### src/rtl/vfcmp_pkg.sv
`timescale 1ns/1ps
// Shared encodings for the vector compare unit.
// Assumes: raw 32-bit instruction words and a 2-bit element width code.
package vfcmp_pkg;
    localparam logic [6:0] OPC_VEC = 7'b1010111;
    localparam logic [2:0] F3_VV   = 3'b001;
    localparam logic [2:0] F3_VF   = 3'b101;
    localparam logic [5:0] F6_EQ   = 6'b011000;
    localparam logic [5:0] F6_NE   = 6'b011100;
    localparam logic [5:0] F6_LT   = 6'b011011;
    localparam logic [5:0] F6_LE   = 6'b011001;
    localparam logic [5:0] F6_GT   = 6'b011101;
    localparam logic [5:0] F6_GE   = 6'b011111;
    localparam logic [5:0] F6_ORD  = 6'b011010;
    localparam int         NFMT    = 3;

    typedef enum logic [2:0] {
        CMP_EQ, CMP_NE, CMP_LT, CMP_LE, CMP_GT, CMP_GE, CMP_ORD
    } cmp_op_e;

    typedef enum logic [1:0] {
        EW_8 = 2'd0, EW_16 = 2'd1, EW_32 = 2'd2, EW_64 = 2'd3
    } ew_e;

    typedef struct packed {
        cmp_op_e op;
        logic    unmasked;
        logic    use_scalar;
        logic    legal;
    } dec_t;
endpackage

### src/rtl/vfcmp_decode.sv
`timescale 1ns/1ps
// Instruction decoder: maps an instruction word and width code to a compare
// operation, and flags encodings that cannot run.
// Assumes: purely combinational; the caller samples it on start.
module vfcmp_decode
    import vfcmp_pkg::*;
(
    input  logic [31:0] insn_i,
    input  logic [1:0]  ew_i,
    output dec_t        dec_o
);
    logic       known;
    logic       form_ok;
    logic       scalar_form;
    cmp_op_e    op;

    // Purpose: decode the operation code, the form and legality.
    always_comb begin
        known = 1'b1;
        op    = CMP_EQ;
        unique case (insn_i[31:26])
            F6_EQ:   op = CMP_EQ;
            F6_NE:   op = CMP_NE;
            F6_LT:   op = CMP_LT;
            F6_LE:   op = CMP_LE;
            F6_GT:   op = CMP_GT;
            F6_GE:   op = CMP_GE;
            F6_ORD:  op = CMP_ORD;
            default: known = 1'b0;
        endcase
        scalar_form = (insn_i[14:12] == F3_VF);
        form_ok     = scalar_form || (insn_i[14:12] == F3_VV);
        dec_o.op         = op;
        dec_o.unmasked   = insn_i[25];
        dec_o.use_scalar = scalar_form;
        dec_o.legal      = (insn_i[6:0] == OPC_VEC) && form_ok && known &&
                           !((op == CMP_GT || op == CMP_GE) && !scalar_form) &&
                           (ew_e'(ew_i) != EW_8);
    end
endmodule

### src/rtl/vfcmp_elem.sv
`timescale 1ns/1ps
// One-element IEEE-754 comparator for half, single and double values.
// Assumes: operands sit in the low bits of 64-bit words; upper bits ignored.
module vfcmp_elem
    import vfcmp_pkg::*;
(
    input  ew_e         ew_i,
    input  cmp_op_e     op_i,
    input  logic [63:0] a_i,
    input  logic [63:0] b_i,
    output logic        res_o,
    output logic        inv_o
);
    logic [NFMT-1:0] sa_v, sb_v, na_v, nb_v, qa_v, qb_v;
    logic [62:0]     ma_v [NFMT];
    logic [62:0]     mb_v [NFMT];

    // One field extractor per supported format.
    for (genvar g = 0; g < NFMT; g++) begin : g_fmt
        localparam int W  = 16 << g;
        localparam int EB = (g == 0) ? 5 : ((g == 1) ? 8 : 11);
        localparam int MB = W - 1 - EB;
        assign sa_v[g] = a_i[W-1];
        assign sb_v[g] = b_i[W-1];
        assign ma_v[g] = 63'(a_i[W-2:0]);
        assign mb_v[g] = 63'(b_i[W-2:0]);
        assign na_v[g] = (&a_i[W-2 -: EB]) && (|a_i[MB-1:0]);
        assign nb_v[g] = (&b_i[W-2 -: EB]) && (|b_i[MB-1:0]);
        assign qa_v[g] = a_i[MB-1];
        assign qb_v[g] = b_i[MB-1];
    end

    logic        sa, sb, na, nb, qa, qb;
    logic [62:0] ma, mb;
    logic        any_nan, any_snan, both_zero, eq, lt;

    // Purpose: pick the fields of the active format.
    always_comb begin
        int k;
        unique case (ew_i)
            EW_32:   k = 1;
            EW_64:   k = 2;
            default: k = 0;
        endcase
        sa = sa_v[k]; sb = sb_v[k]; na = na_v[k]; nb = nb_v[k];
        qa = qa_v[k]; qb = qb_v[k]; ma = ma_v[k]; mb = mb_v[k];
    end

    // Purpose: sign-magnitude relation and the per-operation result and flag.
    always_comb begin
        any_nan   = na || nb;
        any_snan  = (na && !qa) || (nb && !qb);
        both_zero = (ma == '0) && (mb == '0);
        eq        = both_zero || ((sa == sb) && (ma == mb));
        lt        = !both_zero && ((sa && !sb) ||
                                   (!sa && !sb && (ma < mb)) ||
                                   (sa && sb && (ma > mb)));
        res_o = 1'b0;
        inv_o = any_nan;
        unique case (op_i)
            CMP_EQ:  begin res_o = !any_nan && eq;         inv_o = any_snan; end
            CMP_NE:  begin res_o = any_nan || !eq;         inv_o = any_snan; end
            CMP_ORD: begin res_o = !any_nan;               inv_o = any_snan; end
            CMP_LT:  res_o = !any_nan && lt;
            CMP_LE:  res_o = !any_nan && (lt || eq);
            CMP_GT:  res_o = !any_nan && !lt && !eq;
            CMP_GE:  res_o = !any_nan && !lt;
            default: res_o = 1'b0;
        endcase
    end
endmodule

### src/rtl/vfcmp_ctrl.sv
`timescale 1ns/1ps
// Sequencer: walks the element index from 0 to the count minus one, one
// element per clock, and pulses done after the last one.
// Assumes: accept_i is only high while idle.
module vfcmp_ctrl #(
    parameter int NELEM = 8,
    localparam int CW = $clog2(NELEM + 1)
) (
    input  logic          clk,
    input  logic          rst_n,
    input  logic          accept_i,
    input  logic [CW-1:0] count_i,
    output logic          busy_o,
    output logic          done_o,
    output logic [CW-1:0] idx_o
);
    logic [CW-1:0] lim_q;

    // Purpose: run the index counter and form the done pulse.
    always_ff @(posedge clk) begin
        if (!rst_n) begin
            busy_o <= 1'b0;
            done_o <= 1'b0;
            idx_o  <= '0;
            lim_q  <= '0;
        end else begin
            done_o <= 1'b0;
            if (!busy_o) begin
                if (accept_i) begin
                    idx_o <= '0;
                    lim_q <= count_i;
                    if (count_i == '0) done_o <= 1'b1;
                    else               busy_o <= 1'b1;
                end
            end else if (idx_o == lim_q - 1'b1) begin
                busy_o <= 1'b0;
                done_o <= 1'b1;
            end else begin
                idx_o <= idx_o + 1'b1;
            end
        end
    end
endmodule

### src/rtl/vfcmp_unit.sv
`timescale 1ns/1ps
// Vector floating-point compare unit: decodes an instruction on start, then
// compares one element per cycle and writes one mask bit per element.
// Assumes: vs1_i and vs2_i stay stable while busy_o is high; vlmax_i <= NELEM
// and vl_i <= vlmax_i.
module vfcmp_unit
    import vfcmp_pkg::*;
#(
    parameter int NELEM = 8,
    localparam int CW = $clog2(NELEM + 1)
) (
    input  logic               clk,
    input  logic               rst_n,
    input  logic               start_i,
    input  logic [31:0]        insn_i,
    input  logic [1:0]         ew_i,
    input  logic [CW-1:0]      vl_i,
    input  logic [CW-1:0]      vlmax_i,
    input  logic [NELEM-1:0]   v0_i,
    input  logic [NELEM-1:0]   vd_i,
    input  logic [64*NELEM-1:0] vs1_i,
    input  logic [64*NELEM-1:0] vs2_i,
    input  logic [63:0]        scalar_i,
    output logic [NELEM-1:0]   vd_o,
    output logic               busy_o,
    output logic               done_o,
    output logic               illegal_o,
    output logic               invalid_o
);
    dec_t             dec;
    logic             accept;
    logic [CW-1:0]    idx;
    cmp_op_e          op_q;
    ew_e              ew_q;
    logic             unmasked_q, scalar_q;
    logic [CW-1:0]    vl_q;
    logic [NELEM-1:0] v0_q;
    logic [63:0]      scal_q;
    logic [63:0]      opa, opb;
    logic             res, inv;

    vfcmp_decode u_dec (.insn_i(insn_i), .ew_i(ew_i), .dec_o(dec));

    assign accept = start_i && !busy_o && dec.legal;

    vfcmp_ctrl #(.NELEM(NELEM)) u_ctrl (
        .clk(clk), .rst_n(rst_n), .accept_i(accept), .count_i(vlmax_i),
        .busy_o(busy_o), .done_o(done_o), .idx_o(idx)
    );

    // Purpose: select the current element's operands.
    always_comb begin
        opa = vs2_i[64*int'(idx) +: 64];
        opb = scalar_q ? scal_q : vs1_i[64*int'(idx) +: 64];
    end

    vfcmp_elem u_elem (
        .ew_i(ew_q), .op_i(op_q), .a_i(opa), .b_i(opb),
        .res_o(res), .inv_o(inv)
    );

    // Purpose: capture the instruction context on an accepted start.
    always_ff @(posedge clk) begin
        if (!rst_n) begin
            op_q       <= CMP_EQ;
            ew_q       <= EW_16;
            unmasked_q <= 1'b1;
            scalar_q   <= 1'b0;
            vl_q       <= '0;
            v0_q       <= '0;
            scal_q     <= '0;
        end else if (accept) begin
            op_q       <= dec.op;
            ew_q       <= ew_e'(ew_i);
            unmasked_q <= dec.unmasked;
            scalar_q   <= dec.use_scalar;
            vl_q       <= vl_i;
            v0_q       <= v0_i;
            scal_q     <= scalar_i;
        end
    end

    // Purpose: update the mask, the sticky flag and the illegal pulse.
    always_ff @(posedge clk) begin
        if (!rst_n) begin
            vd_o      <= '0;
            invalid_o <= 1'b0;
            illegal_o <= 1'b0;
        end else begin
            illegal_o <= start_i && !busy_o && !dec.legal;
            if (accept) begin
                vd_o <= vd_i;
            end else if (busy_o) begin
                if (idx < vl_q) begin
                    if (unmasked_q || v0_q[idx]) begin
                        vd_o[idx] <= res;
                        invalid_o <= invalid_o | inv;
                    end
                end else begin
                    vd_o[idx] <= 1'b0;
                end
            end
        end
    end
endmodule

### config.mk
export PLATFORM = sky130hd
export DESIGN_NAME = vfcmp_unit
export DESIGN_NICKNAME = d
export VERILOG_FILES = /design/src/rtl/vfcmp_pkg.sv /design/src/rtl/vfcmp_decode.sv /design/src/rtl/vfcmp_elem.sv /design/src/rtl/vfcmp_ctrl.sv /design/src/rtl/vfcmp_unit.sv
export SDC_FILE = /design/constraint.sdc
export NUM_CORES = 1
export LEC_CHECK = 0
export BUFFER_PORTS_ARGS = -buffer_cell sky130_fd_sc_hd__buf_2
export CORE_AREA = 2 2 459 461
export DETAILED_ROUTE_END_ITERATION = 8
export DIE_AREA = 0 0 461 463
export PLACE_DENSITY_LB_ADDON = 0.1
export SLEW_MARGIN = 20
export SYNTH_ARGS = -nofsm -noshare
export SYNTH_HDL_FRONTEND = slang
export SYNTH_SLANG_ARGS = --single-unit
### constraint.sdc
create_clock -name clk -period 6.2 [get_ports clk]
set_input_delay 0.93 -clock clk [delete_from_list [all_inputs] [get_ports clk]]
set_output_delay 0.93 -clock clk [all_outputs]
set_load 0.01 [all_outputs]
# ---- After elaboration in Yosys (flattened, before gate mapping)
# Index checks and enable logic that the tools add are counted.
dict set report classes {
  bitwise_logic 6
  reduce_logical 76
  addsub 2
  muxes 50
  shifts 2
  n_eq_ne 25
  order_cmp 7
}
# cell count
set op_table {}
lappend op_table {{512-bit by 11-bit variable part select with 64-bit output} 2}
lappend op_table {{63-bit binary-select mux with 2-bit select} 2}
lappend op_table {{63-bit 2-to-1 mux} 4}
lappend op_table {{63-bit zero test} 2}
lappend op_table {{52-bit OR reduction} 2}
lappend op_table {{64-bit 2-to-1 mux} 1}
lappend op_table {{63-bit == test} 1}
lappend op_table {{63-bit greater-than comparator} 1}
lappend op_table {{63-bit less-than comparator} 1}
lappend op_table {{23-bit OR reduction} 2}
lappend op_table {{6-bit by 5-bit == test with 1-bit output, second input constant} 7}
lappend op_table {{32-bit by 3-bit greater-or-equal comparator with 1-bit output, second input constant} 1}
lappend op_table {{8-bit 2-to-1 mux} 4}
lappend op_table {{2-bit NOT with 32-bit output} 1}
lappend op_table {{1-bit logical AND} 30}
lappend op_table {{1-bit 2-to-1 mux} 24}
lappend op_table {{11-bit AND reduction} 2}
lappend op_table {{10-bit OR reduction} 2}
lappend op_table {{3-bit == test, second input constant} 6}
lappend op_table {{3-bit case mux with 6 select lines} 1}
lappend op_table {{8-bit AND reduction} 2}
lappend op_table {{1-bit binary-select mux with 2-bit select} 6}
lappend op_table {{1-bit zero test} 12}
lappend op_table {{4-bit 2-to-1 mux} 3}
lappend op_table {{32 further kinds} 49}
dict set report totals {
  input_bits 1149
  ff_bits 103
  wordCells 182
}

# ---- Logic depth before layout (Yosys ltp)
# Gate-level depths: netlist of the first run.
dict set report depth {
  word_depth 20
  ltp_mapped 23
  ltp_nobuf 17
}

# ---- By module
# From an unflattened synthesis of the first run, not the netlist that was laid out.
dict set report unflattened {
  cells_unflattened 2321
  area_unflattened_um2 16250.6
}
# module cells_per_inst area_per_inst_um2 n_inst
set modules_own_cells {}
lappend modules_own_cells {vfcmp_unit 1808 12788.5 1}
lappend modules_own_cells {vfcmp_elem 428 2770.2 1}
lappend modules_own_cells {vfcmp_ctrl 65 558.0 1}
lappend modules_own_cells {vfcmp_decode 20 133.9 1}

# ---- Worst setup path before layout of the first run
# No wires, ideal clock.
dict set report synth_path {
  path_type {register to register}
  start {register u_ctrl.idx_o[1]}
  end {register vd_o[1]}
  path_stages_with_launch 21
  slack_ns 1.600
  synth_period_minus_slack_ns 4.600
  setup_time_ns 0.077
  arrival_time_ns 4.523
  cell_sequence {dfxtp_1 -> buf_4 -> buf_2 -> nor2_1 -> clkbuf_1 -> buf_1 -> a22oi_1 -> o211ai_1 -> nand2_1 -> ha_1 -> nand4_1 -> nor3_1 -> nand2_1 -> nor2_1 -> nand3_1 -> a21oi_1 -> mux2i_1 -> or4b_1 -> o32a_1 -> o32a_4 -> o22ai_2}
}
dict set report synth_via {
  elab_chain_cells 20
  word_cells_on_any_way 89
}
# element line_no
set synth_rtl {}
lappend synth_rtl {{from (decl)} vfcmp_ctrl.sv:15} ;# output logic [CW-1:0] idx_o
lappend synth_rtl {{from (signal assigned)} vfcmp_ctrl.sv:39} ;# idx_o <= idx_o + 1'b1;
lappend synth_rtl {{parallel branches: the longest is 20 deep, another holds 63-bit less-than comparator} n/a}
lappend synth_rtl {{to (signal assigned)} vfcmp_unit.sv:92} ;# vd_o <= vd_i;
lappend synth_rtl {{to (signal, indexed assignment)} vfcmp_unit.sv:96} ;# vd_o[idx] <= res;
lappend synth_rtl {{to (decl)} vfcmp_unit.sv:24} ;# output logic [NELEM-1:0] vd_o,
# Parallel ways; which one is timed is not known. The select of a mux whose other input is x is not followed.
# A chain may end at the register's enable or synchronous reset.

# ---- Worst setup path after layout of the first run
dict set report layout_path {
  start {register u_ctrl.idx_o[1]}
  end {register vd_o[6]}
}
# The elaborated chain is that of the path after synthesis.

==> impl_metrics.env, run 1 <==
export IMPL_grt_pass1_vias=23099
export IMPL_synth_warnings=0
export IMPL_p_sw_share_pct=36.8
export IMPL_clk_path_buf_depth=2
export IMPL_vias=23059
export IMPL_drt_wl_total_um=208000
export IMPL_p_int_w=0.00136
export IMPL_cts_tree="done"
export IMPL_std_cell_rows=168
export IMPL_static_leakage_power_nw=10.4
export IMPL_clock_root_buffer="clkbuf_16"
export IMPL_antenna_found_initial=247
export IMPL_clkTransAtPathRegs_ns=0.09
export IMPL_fmax_mhz=171
export IMPL_peakVddDrop_v=0.000136
export IMPL_switching_power_w=0.000790
export IMPL_synth_area_sq_um=16200
export IMPL_first_iter_violations=1235
export IMPL_utilization_pct=12.8
export IMPL_holdBufCountCts=0
export IMPL_portBuffers=1145
export IMPL_hold_ws_ns=0.455
export IMPL_min_path_type="flip-flop to flip-flop"
export IMPL_layout_nets=4500
export IMPL_fp_dieH_um=463
export IMPL_synth_nets=3342
export IMPL_fill_cells=24634
export IMPL_crit_fanout=35
export IMPL_placed_cells=6059
export IMPL_syn2layout_area_growth_pct=65.1
export IMPL_tightest_slew_ns=1.04
export IMPL_antenna_left=0
export IMPL_drt_first_pass_iters=5
export IMPL_register_area_sq_um=2080
export IMPL_finalHoldViolations=0
export IMPL_wl_per_cell_um=33.9
export IMPL_final_common_cell="buf_2"
export IMPL_avgSynthCellArea_sq_um=7.62
export IMPL_place_hpwl_um=183000
export IMPL_path_class="flip-flop to flip-flop"
export IMPL_die_area_sq_um=213000
export IMPL_drive_above_1_share_pct=46.2
export IMPL_crit_required_ns=6.52
export IMPL_synth_edf_count=0
export IMPL_grt_usage_pct=18.5
export IMPL_power_density_nw_per_um2=80.5
export IMPL_stdcell_count=6146
export IMPL_drcViolationCount=0
export IMPL_worstPathArrival_ns=6.17
export IMPL_gp_congestion=0.828
export IMPL_tns_ns=0
export IMPL_slew_headroom_pct=29.2
export IMPL_seq_area_frac_synth_pct=12.8
export IMPL_grt_remaining_overflow=0
export IMPL_rsz0062_at_grt="no"
export IMPL_synth_cell_types=89
export IMPL_clkPwrFrac_pct=29.6
export IMPL_p_comb_share_pct=39.6
export IMPL_drv_cap=0
export IMPL_ys_async_sr_fraction_pct=0
export IMPL_finalSetupViolCount=0
export IMPL_status="finished clean"
export IMPL_clkSinkCount=103
export IMPL_grt_pass1_wl_um=257000
export IMPL_htreeDepth=3
export IMPL_cts_resized=0
export IMPL_final_cell_mix="buf_2 (1145), nand2_1 (374), mux2i_1 (277), buf_4 (172), a21oi_1 (169)"
export IMPL_grt_max_degree=95
export IMPL_start_kind="flip-flop"
export IMPL_end_kind="flip-flop"
export IMPL_period_share_pct=94.5
export IMPL_drv_slew=0
export IMPL_worstSkewPairLatency_ns=0.39
export IMPL_start_util_pct=7.75
export IMPL_final_setup_skew_ns=0.0138
export IMPL_core_area_sq_um=209000
export IMPL_synth_seq_cells=103
export IMPL_pwr_share_seq_pct=30.7
export IMPL_multi_input_area_sq_um=13000
export IMPL_synth_cells=2121
export IMPL_ios=1161
export IMPL_ys_flop_type="dfxtp_1"
export IMPL_viasPerCell=3.75
export IMPL_final_min_clock_period_ns=5.86
export IMPL_cts_buffers=9
export IMPL_die_w_um=461
==> final cells by class <==
type | count | area share, %
Multi-Input combinational cell | 1802 | 48.8
Tap cell | 2805 | 13.2
Sequential cell | 103 | 7.79
Timing Repair Buffer | 1344 | 28.3
Antenna cell | 57 | 0.535
Clock inverter | 7 | 0.239
Clock buffer | 9 | 0.844
Inverter | 19 | 0.310
==> synthesized netlist by cell type, drive strengths merged (4+ instances only) <==
cell / count / area [sq um]
a2111oi: 5 / 51.3
a211o: 5 / 43.8
a211oi: 21 / 158
a21o: 11 / 82.6
a21oi: 169 / 846
a221o: 26 / 260
a221oi: 46 / 415
a22o: 10 / 87.6
a22oi: 57 / 428
a311oi: 5 / 43.8
a31oi: 10 / 62.6
and2: 13 / 81.3
and3: 16 / 100
and4: 5 / 43.8
buf: 118 / 795
clkbuf: 80 / 302
dfxtp: 103 / 2060
ha: 72 / 901
inv: 18 / 67.6
mux2: 72 / 815
mux2i: 277 / 2770
mux4: 36 / 811
nand2: 375 / 1420
nand2b: 24 / 150
nand3: 39 / 210
nand3b: 4 / 30.0
nand4: 21 / 131
nor2: 115 / 432
nor2b: 15 / 93.8
nor3: 19 / 95.1
nor3b: 11 / 82.6
nor4: 17 / 113
o2111ai: 7 / 61.3
o211ai: 5 / 37.5
o21a: 6 / 45.0
o21ai: 94 / 470
o221a: 5 / 56.3
o221ai: 9 / 78.8
o22a: 6 / 52.6
o22ai: 72 / 475
o2bb2ai: 45 / 394
or2: 6 / 37.5
xnor2: 8 / 70.1
==> per-stage QoR <==
| stage | setup WS, ns | total power, W | cell area (sq um) |
|---|---|---|---|
| floorplan | 1.60 | 0.000892 | 16200 |
| global placement | 0.0489 | 0.00155 | 26100 |
| detailed placement | 0.109 | 0.00155 | 26100 |
| CTS | 0.0500 | 0.00222 | 26400 |
| global route | 0.108 | 0.00228 | 26600 |
| finish | 0.342 | 0.00215 | 26700 |
==> state kept, by name, indices dropped and copies added, names as in the netlist <==
register,flops
ew_q,2
illegal_o,1
u_ctrl.lim_q,4
unmasked_q,1
vd_o,8
scal_q,64
invalid_o,1
v0_q,8
vl_q,4
u_ctrl.idx_o,4
op_q,3
scalar_q,1
u_ctrl.busy_o,1
u_ctrl.done_o,1
==> power by group through the flow <==
stage	registers (W)	logic, W	clock network [W]
after detailed placement	0.000675	0.000874	0
after floorplan	0.000677	0.000215	0
after global placement	0.000675	0.000872	0
final	0.000660	0.000850	0.000636
after CTS	0.000660	0.000879	0.000679
after global routing	0.000660	0.000925	0.000690
==> critical path: stages, from the launching register on <==
cell and delay [ns]:
dfxtp_4 0.68, buf_12 0.33, mux2i_1 0.43, o2bb2ai_1 0.19, a221oi_1 0.69, buf_4 0.26, nor2_1 0.05, ha_1 0.32
nand4_1 0.12, nor3_1 0.29, nand2_1 0.14, nor2_1 0.29, nand3_1 0.16, a21oi_1 0.17, mux2i_1 0.11, or4b_1 0.53
o32a_1 0.37, o32a_4 0.29, o22ai_2 0.20
==> metal layers <==
| layer | vias up | GRT usage (%) | part of all wire (%) |
|---|---|---|---|
| met1 | 10978 | 23.1 | 43 |
| met4 | 140 | 3.08 | 1.6 |
| met5 | - | 0 | 0.43 |
| li1 | 10477 | - | - |
| met3 | 362 | 5.78 | 8.0 |
| met2 | 1102 | 31.4 | 47 |
==> timing repair <==
item	in CTS	in global routing
endpoints found under the setup margin	0	8
buffers inserted	0	13
hold endpoints to repair	0	0
==> cell families (layout without fill, tap and decap cells) <==
logic type / after synthesis / in the layout / synth area share [%]
and+or+nand+nor: 697 / 698 / 19.6
AOI/OAI and AO/OA: 637 / 637 / 27.1
muxes: 385 / 385 / 27.2
buffers and inverters: 217 / 1379 / 7.22
DFF: 103 / 103 / 12.8
adders and majority gates: 72 / 72 / 5.57
xor gates and xnor gates: 10 / 10 / 0.542
other: 0 / 57 / 0
==> worst paths after layout <==
| kind | from | endpoint | slack (ns) | depth (start not counted) |
|---|---|---|---|---|
| setup / recovery | u_ctrl.idx_o[1] | vd_o[6] | 0.34 | 18 |
| hold / removal | v0_q[0] | v0_q[0] | 0.46 | 2 |
| setup reg to reg | u_ctrl.idx_o[1] | vd_o[6] | 0.34 | 18 |
| hold reg to reg | v0_q[0] | v0_q[0] | 0.46 | 2 |
No activity file was read; power rests on OpenSTA's default activity.
==> run 2: changes to the inputs <==
- CORE_AREA: 2 2 459 461 -> 2 2 450 452
- DIE_AREA: 0 0 461 463 -> 0 0 452 454
==> run 2 against run 1 <==
Compared with the run above:
- via count shrank 0.81%
- wire length shrank 4.2%
- flip-flop and latch count is the same
- clock power grew 5.0%
==> impl_metrics.env, run 2 (synthesis results as in run 1) <==
export IMPL_status="finished clean"
export IMPL_vias=22873
export IMPL_reg2reg_depth=20
export IMPL_cts_buffers=9
export IMPL_holdBufCountCts=0
export IMPL_antenna_found_initial=214
export IMPL_min_to="vl_q[2]"
export IMPL_tns_ns=0
export IMPL_final_common_cell="buf_2"
export IMPL_viasPerCell=3.83
export IMPL_pwr_share_seq_pct=30.6
export IMPL_rr_startpoint="u_ctrl.idx_o[0]"
export IMPL_finalHoldViolations=0
export IMPL_layout_nets=4473
export IMPL_grt_pass1_vias=22787
export IMPL_p_comb_share_pct=38.3
export IMPL_die_area_sq_um=205000
export IMPL_r2r_slack_ns=0.34
export IMPL_fmax_mhz=171
export IMPL_ios=1161
export IMPL_p_int_w=0.00137
export IMPL_fp_dieH_um=454
export IMPL_crit_fanout=26
export IMPL_std_cell_rows=165
export IMPL_drt_wl_total_um=200000
export IMPL_drt_first_pass_iters=5
export IMPL_critPathMostFrequentCell="nor2_1"
export IMPL_drv_slew=0
export IMPL_tightest_slew_ns=1.00
export IMPL_design_area_sq_um=26300
export IMPL_grt_max_degree=75
export IMPL_p_sw_share_pct=36.2
export IMPL_final_setup_skew_ns=0.0149
export IMPL_reg_top3="scal_q: 64 flops, v0_q: 8 flops, vd_o: 8 flops"
export IMPL_slowest_stage="dfxtp_4"
export IMPL_period_share_pct=94.6
export IMPL_placed_area_sq_um=25900
export IMPL_peakVddDrop_v=0.000157
export IMPL_worstSkewPairLatency_ns=0.43
export IMPL_stdcell_count=5978
export IMPL_clock_root_buffer="clkbuf_16"
export IMPL_die_w_um=452
export IMPL_drive_above_1_share_pct=45.8
export IMPL_total_power_w=0.00215
export IMPL_min_path_type="flip-flop to flip-flop"
export IMPL_wl_per_cell_um=33.4
export IMPL_final_min_clock_period_ns=5.86
export IMPL_slew_headroom_pct=33.4
export IMPL_first_iter_violations=1364
export IMPL_gp_congestion=0.850
export IMPL_placed_cells=5913
export IMPL_cts_tree="done"
export IMPL_start_util_pct=8.05
export IMPL_largest_reg_flops=64
export IMPL_path_class="flip-flop to flip-flop"
export IMPL_r2r_end="vd_o[1]"
export IMPL_end_kind="flip-flop"
export IMPL_worstPathArrival_ns=6.20
export IMPL_htreeDepth=3
export IMPL_grt_pass1_wl_um=247000
export IMPL_final_cell_mix="buf_2 (1145), nand2_1 (374), mux2i_1 (277), a21oi_1 (169), buf_4 (148)"
export IMPL_clkPwrFrac_pct=31.0
export IMPL_grt_remaining_overflow=0
export IMPL_drv_cap=0
export IMPL_static_leakage_power_nw=10.3
export IMPL_clkTransAtPathRegs_ns=0.08
export IMPL_largest_register="scal_q"
export IMPL_drcViolationCount=0
export IMPL_antenna_left=0
export IMPL_grt_usage_pct=18.6
export IMPL_start_kind="flip-flop"
export IMPL_place_hpwl_um=174000
export IMPL_crit_chain="buf_12 > buf_12 > mux2i_1 > buf_4 > nor2_1 > a221oi_1 > buf_4 > nor2_1 > ha_1 > nand4_1 > nor3_1 > nand2_1 > nor2_1 > nand3_1 > a21oi_1 > mux2i_1 > or4b_1 > o32a_1 > o32a_4 > o22ai_2"
export IMPL_slowest_delay_ns=0.74
export IMPL_whs_path_depth=2
export IMPL_power_density_nw_per_um2=81.8
export IMPL_clk_path_buf_depth=2
export IMPL_finalSetupViolCount=0
export IMPL_portBuffers=1145
export IMPL_crit_required_ns=6.54
export IMPL_fill_cells=23507
export IMPL_switching_power_w=0.000779
export IMPL_clkSinkCount=103
export IMPL_core_area_sq_um=201000
export IMPL_rsz0062_at_grt="no"
export IMPL_syn2layout_area_growth_pct=62.7
export IMPL_worstHoldStart="vl_q[2]"
-- run 2: changes by cell type in the layout (fill, tap and decap cells not counted), moves of 2 or more --
cell	change
buf_4	-24
diode_2	-8
clkinv_4	+3
buf_12	-2
inv_8	-2
nand2b_1	+2
nand2b_2	-2
nor2b_4	+2
-- run 2: area by class of cell --
| cell class | count | area, sq um | area share [%] |
|---|---|---|---|
| timing repair buffer | 1318 | 7340 | 27.9 |
| tap | 2672 | 3340 | 12.7 |
| multi-input combinational | 1801 | 13000 | 49.5 |
| clock buffer | 10 | 250 | 0.952 |
| antenna | 49 | 123 | 0.466 |
| inverter | 19 | 82.6 | 0.314 |
| sequential | 103 | 2080 | 7.90 |
| clock inverter | 6 | 51.3 | 0.195 |
-- run 2: worst max-delay path by stage --
stage | from | to | slack (ns) | cells past startpoint
after floorplan | u_ctrl.idx_o[1] | vd_o[1] | 1.60 | 20
after global placement | u_ctrl.idx_o[1] | vd_o[1] | -0.04 | 19
after detailed placement | u_ctrl.idx_o[1] | vd_o[1] | 0.02 | 19
after CTS | u_ctrl.idx_o[0] | vd_o[1] | 0.06 | 18
after global routing | u_ctrl.idx_o[2] | vd_o[2] | 0.03 | 18
final | u_ctrl.idx_o[0] | vd_o[1] | 0.34 | 20
-- run 2: repair_timing --
| action | in CTS | in global routing |
|---|---|---|
| endpoints found under the setup margin | 4 | 4 |
| resized for setup | 1 | 1 |
| setup buffers | 0 | 0 |
| endpoints found under the hold margin | 0 | 0 |
-- run 2: per-layer routing --
metal	global-route usage, %	up-vias	share of wire (%)
met3	5.26	332	7.0
met4	2.94	130	1.7
met2	32.5	950	49
li1	-	10405	-
met5	0	-	0.40
met1	22.8	11056	42
-- run 2: metrics by stage --
stage / hold WS, ns / setup slack, ns / utilization (%)
final: 0.460 / 0.336 / 13.1
after global routing: 0.477 / 0.0285 / 13.1
after detailed placement: 0.447 / 0.0165 / 12.9
after CTS: 0.460 / 0.0570 / 13.0
after global placement: 0.446 / -0.0360 / 12.9
after floorplan: 0.431 / 1.60 / -
-- run 2: worst max-delay path: cells and delay by family (launching register included) --
kind	cells	cell delay (ns)
compound gates	5	1.31
fa+ha+maj	1	0.28
buf+inv	4	0.95
flops	1	0.74
mux	2	0.67
simple gates	8	1.70
-- run 2: power groups by stage --
| stage | clock network [W] | registers, W | logic [W] |
|---|---|---|---|
| after detailed placement | 0 | 0.000675 | 0.000845 |
| after global routing | 0.000718 | 0.000660 | 0.000894 |
| after CTS | 0.000716 | 0.000660 | 0.000849 |
| final | 0.000668 | 0.000660 | 0.000825 |
| after floorplan | 0 | 0.000677 | 0.000215 |
| after global placement | 0 | 0.000675 | 0.000842 |
